**config.mk**
```make
export PLATFORM = sky130hd
export DESIGN_NAME = rtc_timekeeper
export DESIGN_NICKNAME = d
export VERILOG_FILES = /design/src/rtl/rtc_pkg.sv /design/src/rtl/rtc_next_time.sv /design/src/rtl/rtc_alarm_match.sv /design/src/rtl/rtc_timekeeper.sv
export SDC_FILE = /design/constraint.sdc
export NUM_CORES = 1
export LEC_CHECK = 0
export BUFFER_PORTS_ARGS = -buffer_cell sky130_fd_sc_hd__buf_4
export CAP_MARGIN = 40
export CORE_ASPECT_RATIO = 2
export CORE_MARGIN = 2
export CORE_UTILIZATION = 60
export DETAILED_ROUTE_END_ITERATION = 8
export GPL_TIMING_DRIVEN = 0
export PLACE_DENSITY_LB_ADDON = 0.12
export REMOVE_ABC_BUFFERS = 1
export SKIP_CTS_REPAIR_TIMING = 1
export SLEW_MARGIN = 20
export SYNTH_ARGS = -nofsm -noshare
export SYNTH_HDL_FRONTEND = slang
export SYNTH_HIERARCHICAL = 1
export SYNTH_SLANG_ARGS = --single-unit
```
**constraint.sdc**
```tcl
create_clock -name clk -period 5.7 [get_ports clk]
set_input_delay 0.285 -clock clk [delete_from_list [all_inputs] [get_ports clk]]
set_output_delay 0.285 -clock clk [all_outputs]
set_load 0.05 [all_outputs]
```
**src/rtl/rtc_pkg.sv**
```systemverilog
package rtc_pkg;
    localparam int TK_W = 8;

    localparam int IX_SEC  = 0;
    localparam int IX_ASEC = 1;
    localparam int IX_MIN  = 2;
    localparam int IX_AMIN = 3;
    localparam int IX_HR   = 4;
    localparam int IX_AHR  = 5;
    localparam int IX_DOW  = 6;
    localparam int IX_DOM  = 7;
    localparam int IX_MON  = 8;
    localparam int IX_YR   = 9;

    localparam logic [6:0] SEC_TOP  = 7'd59;
    localparam logic [6:0] HR_TOP   = 7'd23;
    localparam logic [6:0] DOW_TOP  = 7'd7;
    localparam logic [6:0] MON_TOP  = 7'd12;
    localparam logic [6:0] YR_TOP   = 7'd99;

    typedef logic [TK_W-1:0] tk_byte_t;

    typedef struct packed {
        tk_byte_t sec;
        tk_byte_t min;
        tk_byte_t hr;
        tk_byte_t dow;
        tk_byte_t dom;
        tk_byte_t mon;
        tk_byte_t yr;
    } tk_time_t;

    typedef struct packed {
        logic     cy;
        tk_byte_t val;
    } tk_step_t;

    // coded byte -> binary value
    function automatic logic [6:0] tk_dec(input tk_byte_t e, input logic bin);
        if (bin) return e[6:0];
        return 7'(e[7:4]) * 7'd10 + 7'(e[3:0]);
    endfunction

    // binary value -> coded byte
    function automatic tk_byte_t tk_enc(input logic [6:0] v, input logic bin);
        logic [6:0] tens, ones;
        if (bin) return {1'b0, v};
        tens = v / 7'd10;
        ones = v % 7'd10;
        return {tens[3:0], ones[3:0]};
    endfunction

    // add one in the coded domain
    function automatic tk_byte_t tk_bump(input tk_byte_t e, input logic bin);
        if (bin || e[3:0] < 4'd9) return e + 8'd1;
        return {e[7:4] + 4'd1, 4'h0};
    endfunction

    // advance with wrap from top back to low
    function automatic tk_step_t tk_step(input tk_byte_t e, input logic [6:0] lo,
                                         input logic [6:0] hi, input logic bin);
        tk_step_t r;
        if (tk_dec(e, bin) >= hi) begin
            r.cy  = 1'b1;
            r.val = tk_enc(lo, bin);
        end else begin
            r.cy  = 1'b0;
            r.val = tk_bump(e, bin);
        end
        return r;
    endfunction

    function automatic logic [6:0] tk_mdays(input logic [6:0] m, input logic leap);
        case (m)
            7'd2:                      return leap ? 7'd29 : 7'd28;
            7'd4, 7'd6, 7'd9, 7'd11:   return 7'd30;
            default:                   return 7'd31;
        endcase
    endfunction
endpackage

```
**src/rtl/rtc_next_time.sv**
```systemverilog
module rtc_next_time
    import rtc_pkg::*;
(
    input  tk_time_t cur,
    input  logic     bin_mode,
    input  logic     hour24,
    output tk_time_t nxt
);
    tk_step_t s_sec, s_min, s_hr24, s_dow, s_dom, s_mon, s_yr;
    tk_byte_t hr12_next;
    logic     hr12_cy;
    logic     c_sec, c_min, c_hr, c_dom, c_mon;
    logic [6:0] h12, mon_b, yr_b;
    logic     leap;

    assign mon_b = tk_dec(cur.mon, bin_mode);
    assign yr_b  = tk_dec(cur.yr, bin_mode);
    assign leap  = (yr_b[1:0] == 2'b00);
    assign h12   = tk_dec({1'b0, cur.hr[6:0]}, bin_mode);

    always_comb begin
        s_sec  = tk_step(cur.sec, 7'd0, SEC_TOP, bin_mode);
        s_min  = tk_step(cur.min, 7'd0, SEC_TOP, bin_mode);
        s_hr24 = tk_step(cur.hr,  7'd0, HR_TOP,  bin_mode);
        s_dow  = tk_step(cur.dow, 7'd1, DOW_TOP, bin_mode);
        s_dom  = tk_step(cur.dom, 7'd1, tk_mdays(mon_b, leap), bin_mode);
        s_mon  = tk_step(cur.mon, 7'd1, MON_TOP, bin_mode);
        s_yr   = tk_step(cur.yr,  7'd0, YR_TOP,  bin_mode);
    end

    // 12-hour sequence: 11 -> 12 flips the afternoon bit, 12 -> 1 keeps it
    always_comb begin
        if (h12 == 7'd11) begin
            hr12_next = {~cur.hr[7], tk_enc(7'd12, bin_mode)[6:0]};
            hr12_cy   = cur.hr[7];
        end else if (h12 >= 7'd12) begin
            hr12_next = {cur.hr[7], tk_enc(7'd1, bin_mode)[6:0]};
            hr12_cy   = 1'b0;
        end else begin
            hr12_next = {cur.hr[7], tk_bump({1'b0, cur.hr[6:0]}, bin_mode)[6:0]};
            hr12_cy   = 1'b0;
        end
    end

    assign c_sec = s_sec.cy;
    assign c_min = c_sec & s_min.cy;
    assign c_hr  = c_min & (hour24 ? s_hr24.cy : hr12_cy);
    assign c_dom = c_hr  & s_dom.cy;
    assign c_mon = c_dom & s_mon.cy;

    always_comb begin
        nxt.sec = s_sec.val;
        nxt.min = c_sec ? s_min.val : cur.min;
        nxt.hr  = c_min ? (hour24 ? s_hr24.val : hr12_next) : cur.hr;
        nxt.dow = c_hr  ? s_dow.val : cur.dow;
        nxt.dom = c_hr  ? s_dom.val : cur.dom;
        nxt.mon = c_dom ? s_mon.val : cur.mon;
        nxt.yr  = c_mon ? s_yr.val  : cur.yr;
    end
endmodule

```
**src/rtl/rtc_alarm_match.sv**
```systemverilog
module rtc_alarm_match
    import rtc_pkg::*;
#(
    parameter int NFIELD = 3
) (
    input  logic [NFIELD-1:0][TK_W-1:0] alarm,
    input  logic [NFIELD-1:0][TK_W-1:0] value,
    output logic                        hit
);
    logic [NFIELD-1:0] fhit;

    for (genvar i = 0; i < NFIELD; i++) begin : g_field
        assign fhit[i] = (alarm[i][TK_W-1 -: 2] == 2'b11) || (alarm[i] == value[i]);
    end

    assign hit = &fhit;
endmodule

```
**src/rtl/rtc_timekeeper.sv**
```systemverilog
module rtc_timekeeper
    import rtc_pkg::*;
#(
    parameter int ADDR_W = 4
) (
    input  logic              clk,
    input  logic              rst,
    input  logic              tick,
    input  logic              set_hold,
    input  logic              bin_mode,
    input  logic              hour24,
    input  logic              wr_en,
    input  logic [ADDR_W-1:0] addr,
    input  logic [TK_W-1:0]   wdata,
    output logic [TK_W-1:0]   rdata,
    output logic              upd_evt,
    output logic              alm_evt
);
    tk_time_t time_q, time_nxt;
    tk_byte_t al_sec, al_min, al_hr;
    logic     adv, alarm_hit;

    assign adv = tick & ~set_hold & ~wr_en;

    rtc_next_time u_next (
        .cur      (time_q),
        .bin_mode (bin_mode),
        .hour24   (hour24),
        .nxt      (time_nxt)
    );

    rtc_alarm_match #(.NFIELD(3)) u_alarm (
        .alarm ({al_hr, al_min, al_sec}),
        .value ({time_nxt.hr, time_nxt.min, time_nxt.sec}),
        .hit   (alarm_hit)
    );

    always_ff @(posedge clk) begin
        if (rst) begin
            time_q  <= '{sec: 8'h00, min: 8'h00, hr: 8'h00, dow: 8'h01,
                         dom: 8'h01, mon: 8'h01, yr: 8'h00};
            al_sec  <= '0;
            al_min  <= '0;
            al_hr   <= '0;
            upd_evt <= 1'b0;
            alm_evt <= 1'b0;
        end else begin
            upd_evt <= adv;
            alm_evt <= adv & alarm_hit;
            if (wr_en) begin
                case (int'(addr))
                    IX_SEC:  time_q.sec <= wdata;
                    IX_ASEC: al_sec     <= wdata;
                    IX_MIN:  time_q.min <= wdata;
                    IX_AMIN: al_min     <= wdata;
                    IX_HR:   time_q.hr  <= wdata;
                    IX_AHR:  al_hr      <= wdata;
                    IX_DOW:  time_q.dow <= wdata;
                    IX_DOM:  time_q.dom <= wdata;
                    IX_MON:  time_q.mon <= wdata;
                    IX_YR:   time_q.yr  <= wdata;
                    default: ;
                endcase
            end else if (adv) begin
                time_q <= time_nxt;
            end
        end
    end

    always_comb begin
        case (int'(addr))
            IX_SEC:  rdata = time_q.sec;
            IX_ASEC: rdata = al_sec;
            IX_MIN:  rdata = time_q.min;
            IX_AMIN: rdata = al_min;
            IX_HR:   rdata = time_q.hr;
            IX_AHR:  rdata = al_hr;
            IX_DOW:  rdata = time_q.dow;
            IX_DOM:  rdata = time_q.dom;
            IX_MON:  rdata = time_q.mon;
            IX_YR:   rdata = time_q.yr;
            default: rdata = '0;
        endcase
    end


    upd_cause_chk: assert property (@(posedge clk) disable iff (rst)
        upd_evt |-> ($past(tick) && !$past(set_hold) && !$past(wr_en)));


    sec_idle_chk: assert property (@(posedge clk) disable iff (rst)
        (!tick && !wr_en) |=> $stable(time_q.sec));


    sec_moves_chk: assert property (@(posedge clk) disable iff (rst)
        upd_evt |-> (time_q.sec != $past(time_q.sec)));


    alm_with_upd_chk: assert property (@(posedge clk) disable iff (rst)
        alm_evt |-> upd_evt);


    dom_nonzero_chk: assert property (@(posedge clk) disable iff (rst)
        (upd_evt && $past(time_q.dom) != 8'h00) |-> (time_q.dom != 8'h00));
endmodule

```
# Yosys cells after proc, flatten, opt, wreduce, memory -nomap -nowiden
# Index checks and enable logic that the tools add are counted.
# op_classes
add_sub_neg,24
mul,8
magnitude_cmp,15
n_eq_ne,28
n_mux,100
bitwise,10
reduce_logical,28
# op_table
cell,n
$mux 8,40
$mux 7,21
$mux 56,2
$pmux 8 s10,1
$add 7x4->7,8
$add 8x1->8 const B,7
$mux 9,5
$mul 4x3->6 const B,7
$mux 1,30
$add 4x1->4 const B,7
$lt 4x4->1 const B,7
$eq 8x8->1,3
$eq 7x4->1 const B,3
$eq 4x3->1 const B,4
$reduce_and 3->1,5
$eq 7x3->1 const B,2
$ge 7x4->1 const B,2
$ge 7x6->1 const B,2
$ne 2x1->1 const B,7
$pmux 7 s2,1
$reduce_and 2->1,6
$logic_or 1x1->1,10
$eq 4x2->1 const B,2
$eq 4x4->1 const B,2
other kinds (16),29
# word_totals
regBits,82
inputBits,19
out_inout_bits,10
elab_cells,225

# Logic depth before layout (Yosys ltp)
# Gate-level depths: netlist of run 1.
# depth
ltp_word,15
depth_mapped,20
depth_no_buf,19

# By module
# Netlist of run 1, hierarchy kept.
# modules_own_cells
mod,instances,cells_each,area_each_um2,seq_area_each_um2
rtc_timekeeper,1,482,4270.3,1641.6
rtc_next_time,1,553,3955.0,0.0
rtc_alarm_match,1,34,280.3,0.0

# Least setup slack after synthesis of run 1
# Ideal clock, no wire load.
# synth_timing
path_type,reg-to-reg
from,register time_q[13] (netlist bit)
to,register time_q[7] (netlist bit)
setup_ns,0.086
t_arrival_ns,4.158
required_ns,5.614
setup_slack_ns,1.457
stages_incl_launch_ff,18
path_buffers,0
synth_period_minus_slack_ns,4.243
path_cell_list,dfxtp_1 ha_1 ha_1 inv_1 fa_1 or3_1 a21oi_1 o21ai_0 or2_2 ha_1 nand2b_1 a21oi_1 o32ai_4 nand2_1 or3_4 o41ai_2 mux2i_1 a211oi_1
# synth_between
elab_chain_len,12
word_cells_on_any_way,19
cone_classes,add/sub: 1; mul: 1; order compare: 2; eq/ne: 5; mux: 5; bitwise: 2; reduce/logical: 3
# synth_lines
element,line_no,rtl
"start, declared",rtc_timekeeper.sv:19,"tk_time_t time_q, time_nxt;"
"start signal, assigned",rtc_timekeeper.sv:40,"time_q <= '{sec: 8'h00, min: 8'h00, hr: 8'h00, dow: 8'h01,"
"start signal, assigned",rtc_timekeeper.sv:65,time_q <= time_nxt;
$mul 4x3->6,rtc_pkg.sv:41,return 7'(e[7:4]) * 7'd10 + 7'(e[3:0]);
$add 7x4->7,rtc_pkg.sv:41,
$mux 7 (*),rtc_pkg.sv:41,
$eq 7x3->1 / $eq 7x4->1 (equally long branches),rtc_pkg.sv:74,case (m)
$reduce_or 4->1,rtc_pkg.sv:74,
$pmux 7 s2,rtc_pkg.sv:74,
$ge 7x7->1,rtc_pkg.sv:63,"if (tk_dec(e, bin) >= hi) begin"
$mux 9,rtc_pkg.sv:63,
$and 1x1->1,rtc_next_time.sv:48,assign c_dom = c_hr & s_dom.cy;
$and 1x1->1 (*),rtc_next_time.sv:49,assign c_mon = c_dom & s_mon.cy;
$reduce_bool 2->1 (no source line) (*),n/a,
$reduce_and 3->1 (no source line) (*),n/a,
# Every way passes the cells marked *; elsewhere a longest branch is shown, timed or not. The select of a mux whose other input is x is not followed.
# A chain may end at the register's enable or synchronous reset.

==> key figures, run 1 <==
Die
  – Ports: 29
  – Total core area: 13900 µm²
  – Starting Density: 61.2%
  – Die Footprint: 15200 µm²
  – Cell Rows: 61
  – Die width: 88.2 µm
  – Chip Height: 172 µm

Layout
  – Final net count: 1152
  – FF+latch area: 1640 µm²
  – Layout cells sized above 1: 7.20%
  – Footprint of the multi-input gates: 6400 µm²
  – Most common cell after layout, fill and taps aside: nor2_1
  – Diode count: 0
  – Fill cells: 1321
  – Syn-to-layout area delta: 5.77%
  – Utilization after layout: 64.8%
  – Commonest non-fill, non-tap cells in the layout: nor2_1 (117), dfxtp_1 (82), mux2i_1 (80)

Yosys
  – Top_reg_cell synth: dfxtp_1
  – Sequential area share after synthesis: 19.3%
  – Post-synth EDFFs: 0
  – Yosys reg bits: 82
  – Mapped Cells: 1069
  – Fraction of registers with async set/reset: 0%
  – Synth Cell Area: 8510 µm²
  – Synth cell types: 79
  – Syn Area/Cell: 7.96 µm²
  – Yosys warning total: 6

STA
  – Setup TNS: 0 ns
  – Slew Limit Fails: 0
  – RSZ-0062 raised after global routing: no
  – Hold Vio Cnt, Final: 0
  – Slew @ Worst Pin: 0.833 ns
  – Slew headroom: 44.2%
  – Setup violators final: 0
  – Period utilisation layout: 92.6%
  – Final worst slack: 0.420 ns
  – FMAX: 0.189 GHz
  – Clock Skew: 0.00547 ns
  – Tmin final: 5.28 ns

Power and ir drop
  – Switching pwr: 0.591 mW
  – P_leak: 3.84 nW
  – Internal: 1.12 mW
  – Switching Fraction: 34.5%
  – Combinational Power Share: 27.3%
  – Pwr dens: 191 nW/µm²
  – Max VDD drop: 0.142 mV
  – Sequential power share: 39.1%
  – Clock power share: 33.6%

Min path
  – Hold Path Origin: rst
  – Worst Hold Endpoint: al_sec[7]
  – Hold crit path type: in -> reg
  – WHS Path Cells: 2

Setup path
  – Worst setup SP type: flip-flop
  – Critical path data required time: 5.94 ns
  – FF-to-FF path depth: 15
  – CP startpoint: time_q[13]
  – Arrival @ worst endpoint: 5.52 ns
  – Reg2reg end: time_q[15]
  – Critical R2R Launch: time_q[13]
  – CP Max Fanout: 16
  – Crit path kind: reg -> reg
  – Reg2Reg Setup Slack: 0.42 ns
  – Worst Setup End Kind: flip-flop

Global route
  – Total grt overflow: 0
  – First-pass GRT wire length: 39800 µm
  – Initial antenna violation count: 0
  – Total track usage: 33.3%
  – Largest net degree at the start of global routing: 82
  – Number of global-route vias before repair: 7944

Routing
  – Avg Vias per Cell: 6.57
  – Post-DRT Antenna Nets: 0
  – # DRC: 0
  – TritonRoute pass-1 iters: 5
  – WL/cell: 20.1 µm
  – Initial DRC Count: 639
  – Total Routed Length: 25000 µm
  – Vias after detailed routing: 8170

CTS
  – CTS Buf Count: 9
  – Worst-Skew Late Latency: 0.34 ns
  – CTS tree: done
  – Clk sinks: 82
  – Depth of the CTS H-tree: 3
  – Max Buffers Root-to-Sink: 2
  – CTS root buffer: clkbuf_16
  – Clk pin slew, worst setup/hold paths: 0.06 ns

Status
  – Status: finished clean

Placed design
  – I/O Buffers: 28
  – Dpl ws: 0.631 ns
  – Routability cong.: 0.996
  – HPWL after DPL: 18300 µm

Job
  – Max Cap Violations: 0
==> Yosys cell counts (all sizes together) (4+ instances only) <==
master	n	area (µm²)
nor2	117	439
dfxtp	82	1640
mux2i	80	801
ha	69	863
o21ai	68	404
nand2	66	250
a211oi	58	440
a21oi	56	280
inv	39	146
nand3	39	195
xor2	38	333
clkbuf	34	128
buf	28	186
nand2b	24	150
nor3	23	120
a22oi	22	165
fa	14	280
or3	13	86.3
and3	12	75.1
nor2b	12	75.1
a31oi	11	68.8
nand3b	11	82.6
o22ai	11	68.8
o211ai	10	75.1
o31ai	9	72.6
or2	8	50.1
or4	8	60.1
xnor2	8	70.1
nand4	7	43.8
nor4	7	43.8
a21o	6	45.0
o41ai	6	60.1
a211o	5	43.8
o32ai	5	62.6
a311oi	4	35.0
a32o	4	40.0
and2	4	25.0
nor4b	4	35.0
o21bai	4	30.0
o22a	4	35.0
==> state kept, by name, indices dropped and copies added (netlist names) <==
register,count
al_min,8
upd_evt,1
al_hr,8
al_sec,8
alm_evt,1
time_q,56
==> cells by family (layout without fill, tap and decap cells) <==
logic type	after synthesis	in the layout	synth area share (%)
compound gates	307	307	25.6
xor+xnor	46	46	4.74
fa+ha+maj	83	83	13.4
buf+inv	101	87	5.41
flops	82	82	19.3
mux	82	82	9.68
simple gates	368	368	21.8
==> worst max-delay path, cell delays in order, from the launching register on <==
cell      delay [ns]
dfxtp_1         0.56
ha_1            0.30
ha_1            0.19
inv_1           0.06
fa_1            0.44
or3_1           0.38
a21oi_1         0.19
o21ai_0         0.18
nor3_1          0.68
ha_1            0.27
a21oi_1         0.07
o32ai_4         0.32
nand3_1         0.54
o41ai_1         0.51
mux2i_1         0.16
a211oi_1        0.30
==> worst max-delay path by stage <==
| stage | end | slack, ns | depth (start not counted) |
|---|---|---|---|
| final | time_q[15] | 0.42 | 15 |
| after global routing | time_q[15] | 0.20 | 15 |
| after CTS | time_q[11] | 0.61 | 16 |
| after detailed placement | time_q[11] | 0.63 | 16 |
| after global placement | time_q[11] | 0.62 | 16 |
| after floorplan | time_q[11] | 1.43 | 17 |
==> final cells by class <==
cell class	instances	share of cell area, %
multi-input combinational	886	71.2
inverter	39	1.63
tap	189	2.63
sequential	82	18.2
clock buffer	11	2.59
timing repair buffer	32	3.12
clock inverter	5	0.612
==> routing by layer <==
metal  part of all wire, %  track usage, %
met1                    38            36.4
met2                    52            61.2
met3                   3.6            2.77
met4                   5.7            18.6
met5                     0               0
==> power by group through the flow <==
stage          Clock, mW  Sequential (mW)  Combinational, mW
3_3_place_gp           0            0.682              0.443
3_5_place_dp           0            0.683              0.454
6_report           0.576            0.671              0.467
2_1_floorplan          0            0.657              0.317
5_1_grt            0.592            0.678              0.518
4_1_cts            0.576            0.670              0.457
==> through the flow <==
step | power (mW) | hold slack (ns) | area, µm² | std cells
after global placement | 1.13 | 0.487 | 8640 | 1224
after global routing | 1.79 | 0.235 | 9000 | 1244
after floorplan | 0.974 | 0.354 | 8190 | 1007
final | 1.71 | 0.220 | 9000 | 1244
after CTS | 1.70 | 0.247 | 8950 | 1242
after detailed placement | 1.14 | 0.497 | 8670 | 1226
Note: power is estimated with default switching activity, not from simulation.
==> run 2, diff against run 1 <==
- CELL_PAD_IN_SITES_DETAIL_PLACEMENT: default -> 2
- CELL_PAD_IN_SITES_GLOBAL_PLACEMENT: default -> 2
- CORE_UTILIZATION: 60 -> 39
- PLACE_DENSITY_LB_ADDON: 0.12 -> 0.1
==> key figures, run 2 (synthesized netlist as in run 1, its figures left out) <==
Status
  – Status: finished clean

Layout
  – Syn-to-layout area delta: 7.13%
  – Biggest register: time_q
  – Footprint of the multi-input gates: 6400 µm² (unchanged)
  – Finished Layout Cells: 1328 (+6.8%)
  – Largest register FFs: 56 (unchanged)
  – FF+latch area: 1640 µm² (unchanged)
  – Final net count: 1153 (+0.087%)
  – Layout cells sized above 1: 7.39% (+0.19 points)
  – Commonest non-fill, non-tap cells in the layout: nor2_1 (117), dfxtp_1 (82), mux2i_1 (80)
  – Finished Cell Area: 9110 µm² (+1.3%)
  – Diode count: 0 (unchanged)
  – Fill cells: 2559 (+94%)
  – Most common cell after layout, fill and taps aside: nor2_1

STA
  – Setup violators final: 0 (unchanged)
  – RSZ-0062 raised after global routing: no
  – Slew Limit Fails: 0 (unchanged)
  – Tmin final: 5.27 ns (-0.00930 ns)
  – Clock Skew: 0.00869 ns (+0.00322 ns)
  – Period utilisation layout: 92.5% (-0.16 points)
  – Setup TNS: 0 ns (unchanged)
  – Final worst slack: 0.430 ns (+0.00930 ns)
  – Slew headroom: 37.6% (-6.5 points)
  – Slew @ Worst Pin: 0.930 ns (+0.0975 ns)
  – Hold Vio Cnt, Final: 0 (unchanged)
  – FMAX: 0.190 GHz (+0.18%)

Routing
  – WL/cell: 24.7 µm (+23%)
  – Met1 WL: 12400 µm (+29%)
  – Avg Vias per Cell: 6.36 (-3.2%)
  – TritonRoute pass-1 iters: 4 (-1)
  – # DRC: 0 (unchanged)
  – Metal3 WL: 663 µm (-27%)
  – Post-DRT Antenna Nets: 0 (unchanged)
  – WL met2: 18200 µm (+39%)
  – Vias after detailed routing: 8443 (+3.3%)
  – Initial DRC Count: 254 (-60%)
  – Total Routed Length: 32800 µm (+31%)
  – Top sig layer: met4

Setup path
  – Crit-path slowest cell: or4b_1
  – Worst setup SP type: flip-flop
  – CP top delay family: simple AND/OR/NAND/NOR gates
  – Arrival @ worst endpoint: 5.54 ns (+0.02 ns)
  – FF-to-FF path depth: 17 (+2)
  – Critical path data required time: 5.97 ns (+0.03 ns)
  – CP Buf/Inv Count: 1 (unchanged)
  – Cell mode on critical path: ha_1
  – Reg2Reg Setup Slack: 0.43 ns (about the same)
  – Crit path kind: reg -> reg
  – CP Max Fanout: 16 (unchanged)
  – Critical R2R Launch: time_q[13]
  – Worst path cell trace: ha_1 -> ha_1 -> inv_1 -> fa_1 -> or3_1 -> a21oi_1 -> o21ai_0 -> or2_2 -> ha_1 -> nand2b_1 -> a21oi_1 -> o32ai_4 -> nand3_1 -> or4b_1 -> nand2_1 -> mux2i_1 -> a211oi_1
  – Worst Setup End Kind: flip-flop
  – Slowest stage delay, CP: 0.63 ns (-0.05 ns)
  – Reg2reg end: time_q[11]

CTS
  – Clk sinks: 82 (unchanged)
  – Worst-Skew Late Latency: 0.37 ns (+0.03 ns)
  – CTS tree: done
  – Clk pin slew, worst setup/hold paths: 0.07 ns (about the same)
  – CTS root buffer: clkbuf_16
  – Max Buffers Root-to-Sink: 2 (unchanged)
  – CTS Buf Count: 9 (unchanged)
  – Depth of the CTS H-tree: 3 (unchanged)

Die
  – Starting Density: 39.6% (-22 points)
  – Chip Height: 213 µm (+23%)
  – Total core area: 21500 µm² (+55%)
  – Die width: 108 µm (+23%)
  – Die Footprint: 23100 µm² (+52%)
  – Cell Rows: 76 (+25%)
  – Ports: 29 (unchanged)

Power and ir drop
  – P_leak: 3.85 nW (+0.27%)
  – Max VDD drop: 0.112 mV (-21%)
  – Pwr dens: 196 nW/µm² (+2.8%)

Global route
  – Total grt overflow: 0 (unchanged)
  – Number of global-route vias before repair: 9277 (+17%)
  – Largest net degree at the start of global routing: 44 (-46%)
  – Total track usage: 29.2% (-4.1 points)
  – Initial antenna violation count: 0 (unchanged)
  – First-pass GRT wire length: 51200 µm (+28%)

Placed design
  – HPWL after DPL: 24900 µm (+36%)
  – Routability cong.: 0.861 (-14%)
  – Placed inst area: 8810 µm² (+1.7%)
  – Dpl ws: 0.422 ns (-0.209 ns)
  – Dpl cells: 1312 (+7.0%)
  – I/O Buffers: 28 (unchanged)

Min path
  – Hold Path Origin: wdata[0]
  – Worst Hold Endpoint: al_hr[0]
  – WHS Path Cells: 3 (+1)
  – Hold crit path type: in -> reg

Job
  – Max Cap Violations: 0 (unchanged)
==> run 2: changes by cell type in the layout (fill, tap and decap cells not counted), sizes merged <==
cell    before  now
buf         32   33
clkbuf      11   10
==> run 2: worst max-delay path by stage <==
| stage | end | cells past startpoint | startpoint |
|---|---|---|---|
| after global routing | time_q[11] | 17 | time_q[13] |
| after detailed placement | time_q[11] | 16 | time_q[13] |
| after global placement | time_q[11] | 17 | time_q[13] |
| final | time_q[11] | 17 | time_q[13] |
| after CTS | time_q[11] | 16 | time_q[13] |
| after floorplan | time_q[11] | 17 | time_q[13] |
==> run 2: per-layer routing <==
metal	vias to the layer above	global-route usage, %
li1	3934	-
met1	4309	29.5
met2	128	57.0
met3	72	2.78
met4	0	15.6
met5	-	0
==> run 2: tightest hold or removal path, cell delays in order <==
cell and delay (ns):
buf_4 0.15, nand2_1 0.06, a21oi_1 0.05
==> run 2: where the power goes <==
part	switching, mW	leakage, nW	internal (mW)
clock network	0.266	0.140	0.348
logic	0.306	3.04	0.187
registers	0.0786	0.669	0.600
==> run 2: through the flow <==
step	power (mW)	util [%]	hold WS, ns
floorplan	0.974	-	0.354
finish	1.79	42.4	0.220
global route	1.87	42.4	0.243
CTS	1.80	42.4	0.213
global placement	1.15	40.7	0.489
detailed placement	1.18	41.0	0.512
==> run 2: final cells by class <==
class                      count  share of cell area [%]
multi-input combinational    886                    70.3
sequential                    82                    18.0
tap                          273                    3.75
timing repair buffer          33                    3.13
clock buffer                  10                    2.62
inverter                      39                    1.61
clock inverter                 5                   0.604
==> run 3, diff against run 2 <==
- CORE_UTILIZATION: 39 -> 35
- clock period: 5.7 -> 4.69 ns (I/O delays scaled with it)
==> key figures, run 3 (synthesized netlist as in run 1, its figures left out) <==
Status
  – Status: finished clean

Layout
  – Final net count: 1164 (+0.95%)
  – Largest register FFs: 56 (unchanged)
  – Diode count: 0 (unchanged)
  – Most common cell after layout, fill and taps aside: nor2_1
  – Fill cells: 2777 (+8.5%)
  – Syn-to-layout area delta: 9.52%
  – Commonest non-fill, non-tap cells in the layout: nor2_1 (116), mux2i_1 (80), dfxtp_1 (75)
  – Layout cells sized above 1: 10.3% (+2.9 points)
  – Biggest register: time_q

Placed design
  – Dpl ws: -0.773 ns (-1.20 ns)
  – I/O Buffers: 28 (unchanged)
  – HPWL after DPL: 24800 µm (-0.52%)
  – Routability cong.: 0.786 (-8.7%)

CTS
  – Clk pin slew, worst setup/hold paths: 0.07 ns (about the same)
  – CTS tree: done
  – Worst-Skew Late Latency: 0.37 ns (about the same)
  – Clk sinks: 82 (unchanged)
  – CTS root buffer: clkbuf_16
  – CTS Buf Count: 9 (unchanged)
  – Depth of the CTS H-tree: 3 (unchanged)
  – Max Buffers Root-to-Sink: 2 (unchanged)

Power and ir drop
  – P_leak: 3.95 nW (+2.7%)
  – Max VDD drop: 0.151 mV (+34%)
  – Final Power: 2.16 mW (+21%)
  – Pwr dens: 232 nW/µm² (+18%)

STA
  – Slew headroom: 45.5% (+7.9 points)
  – Final worst slack: 0.133 ns (-0.297 ns)
  – Hold Vio Cnt, Final: 0 (unchanged)
  – Slew @ Worst Pin: 0.817 ns (-0.114 ns)
  – Final hold slack: 0.165 ns (-0.0549 ns)
  – Clock Skew: 0.00861 ns (-0.0000865 ns)
  – RSZ-0062 raised after global routing: yes
  – FMAX: 0.219 GHz (+16%)
  – Setup violators final: 0 (unchanged)
  – Tmin final: 4.56 ns (-0.713 ns)
  – Setup TNS: 0 ns (unchanged)
  – Period utilisation layout: 97.2% (+4.7 points)
  – Slew Limit Fails: 0 (unchanged)

Setup path
  – Reg2reg end: time_q[23]
  – CP top delay family: compound AO/OA/AOI/OAI gates
  – Worst path cell trace: ha_1 -> ha_1 -> inv_1 -> fa_1 -> xor2_2 -> or3_1 -> a21oi_2 -> o21ai_2 -> or2_4 -> ha_1 -> nand2b_1 -> a21oi_2 -> o32ai_4 -> buf_4 -> or2_1 -> o41ai_2 -> mux2i_1 -> a211oi_1
  – CP Max Fanout: 9 (-7)
  – Worst Setup End Kind: flip-flop
  – Critical R2R Launch: time_q[13]
  – Worst setup SP type: flip-flop
  – FF-to-FF path depth: 18 (+1)
  – Crit-path slowest cell: fa_1
  – Reg2Reg Setup Slack: 0.13 ns (-0.30 ns)
  – Arrival @ worst endpoint: 4.84 ns (-0.70 ns)
  – Slowest stage delay, CP: 0.40 ns (-0.23 ns)
  – Crit path kind: reg -> reg
  – CP Buf/Inv Count: 2 (+1)
  – Critical path data required time: 4.97 ns (-1.00 ns)
  – Cell mode on critical path: ha_1

Routing
  – Vias after detailed routing: 8399 (-0.52%)
  – Total Routed Length: 32900 µm (+0.24%)
  – # DRC: 0 (unchanged)
  – Avg Vias per Cell: 6.20 (-2.4%)
  – Post-DRT Antenna Nets: 0 (unchanged)
  – WL/cell: 24.3 µm (-1.7%)
  – Initial DRC Count: 384 (+51%)
  – TritonRoute pass-1 iters: 5 (+1)

Global route
  – GR Layer Usage met2: 51.3% (-5.8 points)
  – Largest net degree at the start of global routing: 44 (unchanged)
  – Initial antenna violation count: 0 (unchanged)
  – Number of global-route vias before repair: 9052 (-2.4%)
  – M1 GR Usage: 28.6% (-0.83 points)
  – Met3 usage: 2.10% (-0.68 points)
  – Total track usage: 26.3% (-2.9 points)
  – First-pass GRT wire length: 51900 µm (+1.5%)
  – Total grt overflow: 0 (unchanged)
  – Global route hottest layer: met2

Die
  – Die Footprint: 25600 µm² (+11%)
  – Ports: 29 (unchanged)
  – Starting Density: 35.7% (-3.9 points)
  – Cell Rows: 80 (+5.3%)
  – Die width: 114 µm (+5.4%)
  – Total core area: 23800 µm² (+11%)
  – Chip Height: 224 µm (+5.5%)

Min path
  – Hold Path Origin: wdata[0]
  – Worst Hold Endpoint: al_hr[0]
  – WHS Path Cells: 3 (unchanged)
  – Hold crit path type: in -> reg

Job
  – Max Cap Violations: 0 (unchanged)
-- run 3: routing by layer --
metal,part of all wire (%),wire length [µm]
met1,38,12600
met2,56,18600
met3,1.9,612
met4,3.3,1090
met5,0,0
-- run 3: report_power, final --
group	internal, mW	switching (mW)
registers	0.729	0.0947
clock network	0.388	0.335
logic	0.236	0.378
-- run 3: layout make-up --
cell class                 instances  area (µm²)  share of cell area, %
multi-input combinational        886        6520                   70.0
sequential                        82        1650                   17.7
tap                              287         359                   3.85
timing repair buffer              44         358                   3.84
clock buffer                      12         256                   2.75
inverter                          39         146                   1.57
clock inverter                     4        26.3                  0.282
-- run 3: per-stage QoR --
| stage | cell area (µm²) | utilization (%) | std cells |
|---|---|---|---|
| 2_1_floorplan | 8190 | - | 1007 |
| 3_3_place_gp | 8760 | 36.8 | 1322 |
| 3_5_place_dp | 8830 | 37.1 | 1328 |
| 4_1_cts | 9120 | 38.3 | 1344 |
| 5_1_grt | 9320 | 39.1 | 1354 |
| 6_report | 9320 | 39.1 | 1354 |
-- run 3: how the worst max path moves through the flow --
stage                       to  slack [ns]  startpoint  cells past startpoint
global route        time_q[23]       -0.03  time_q[13]                     18
finish              time_q[23]        0.13  time_q[13]                     18
global placement    time_q[11]       -0.68  time_q[13]                     16
floorplan           time_q[11]        0.42  time_q[13]                     17
CTS                 time_q[11]       -0.78  time_q[13]                     16
detailed placement  time_q[11]       -0.77  time_q[13]                     16
-- run 3: worst reg2reg max path, stage by stage (launching register included) --
cell,delay (ns)
dfxtp_4,0.39
ha_1,0.29
ha_1,0.15
inv_1,0.05
fa_1,0.40
xor2_2,0.21
or3_1,0.36
a21oi_2,0.20
o21ai_2,0.10
or2_4,0.30
ha_1,0.27
nand2b_1,0.17
a21oi_2,0.19
o32ai_4,0.19
buf_4,0.23
or2_1,0.27
o41ai_2,0.38
mux2i_1,0.12
a211oi_1,0.22
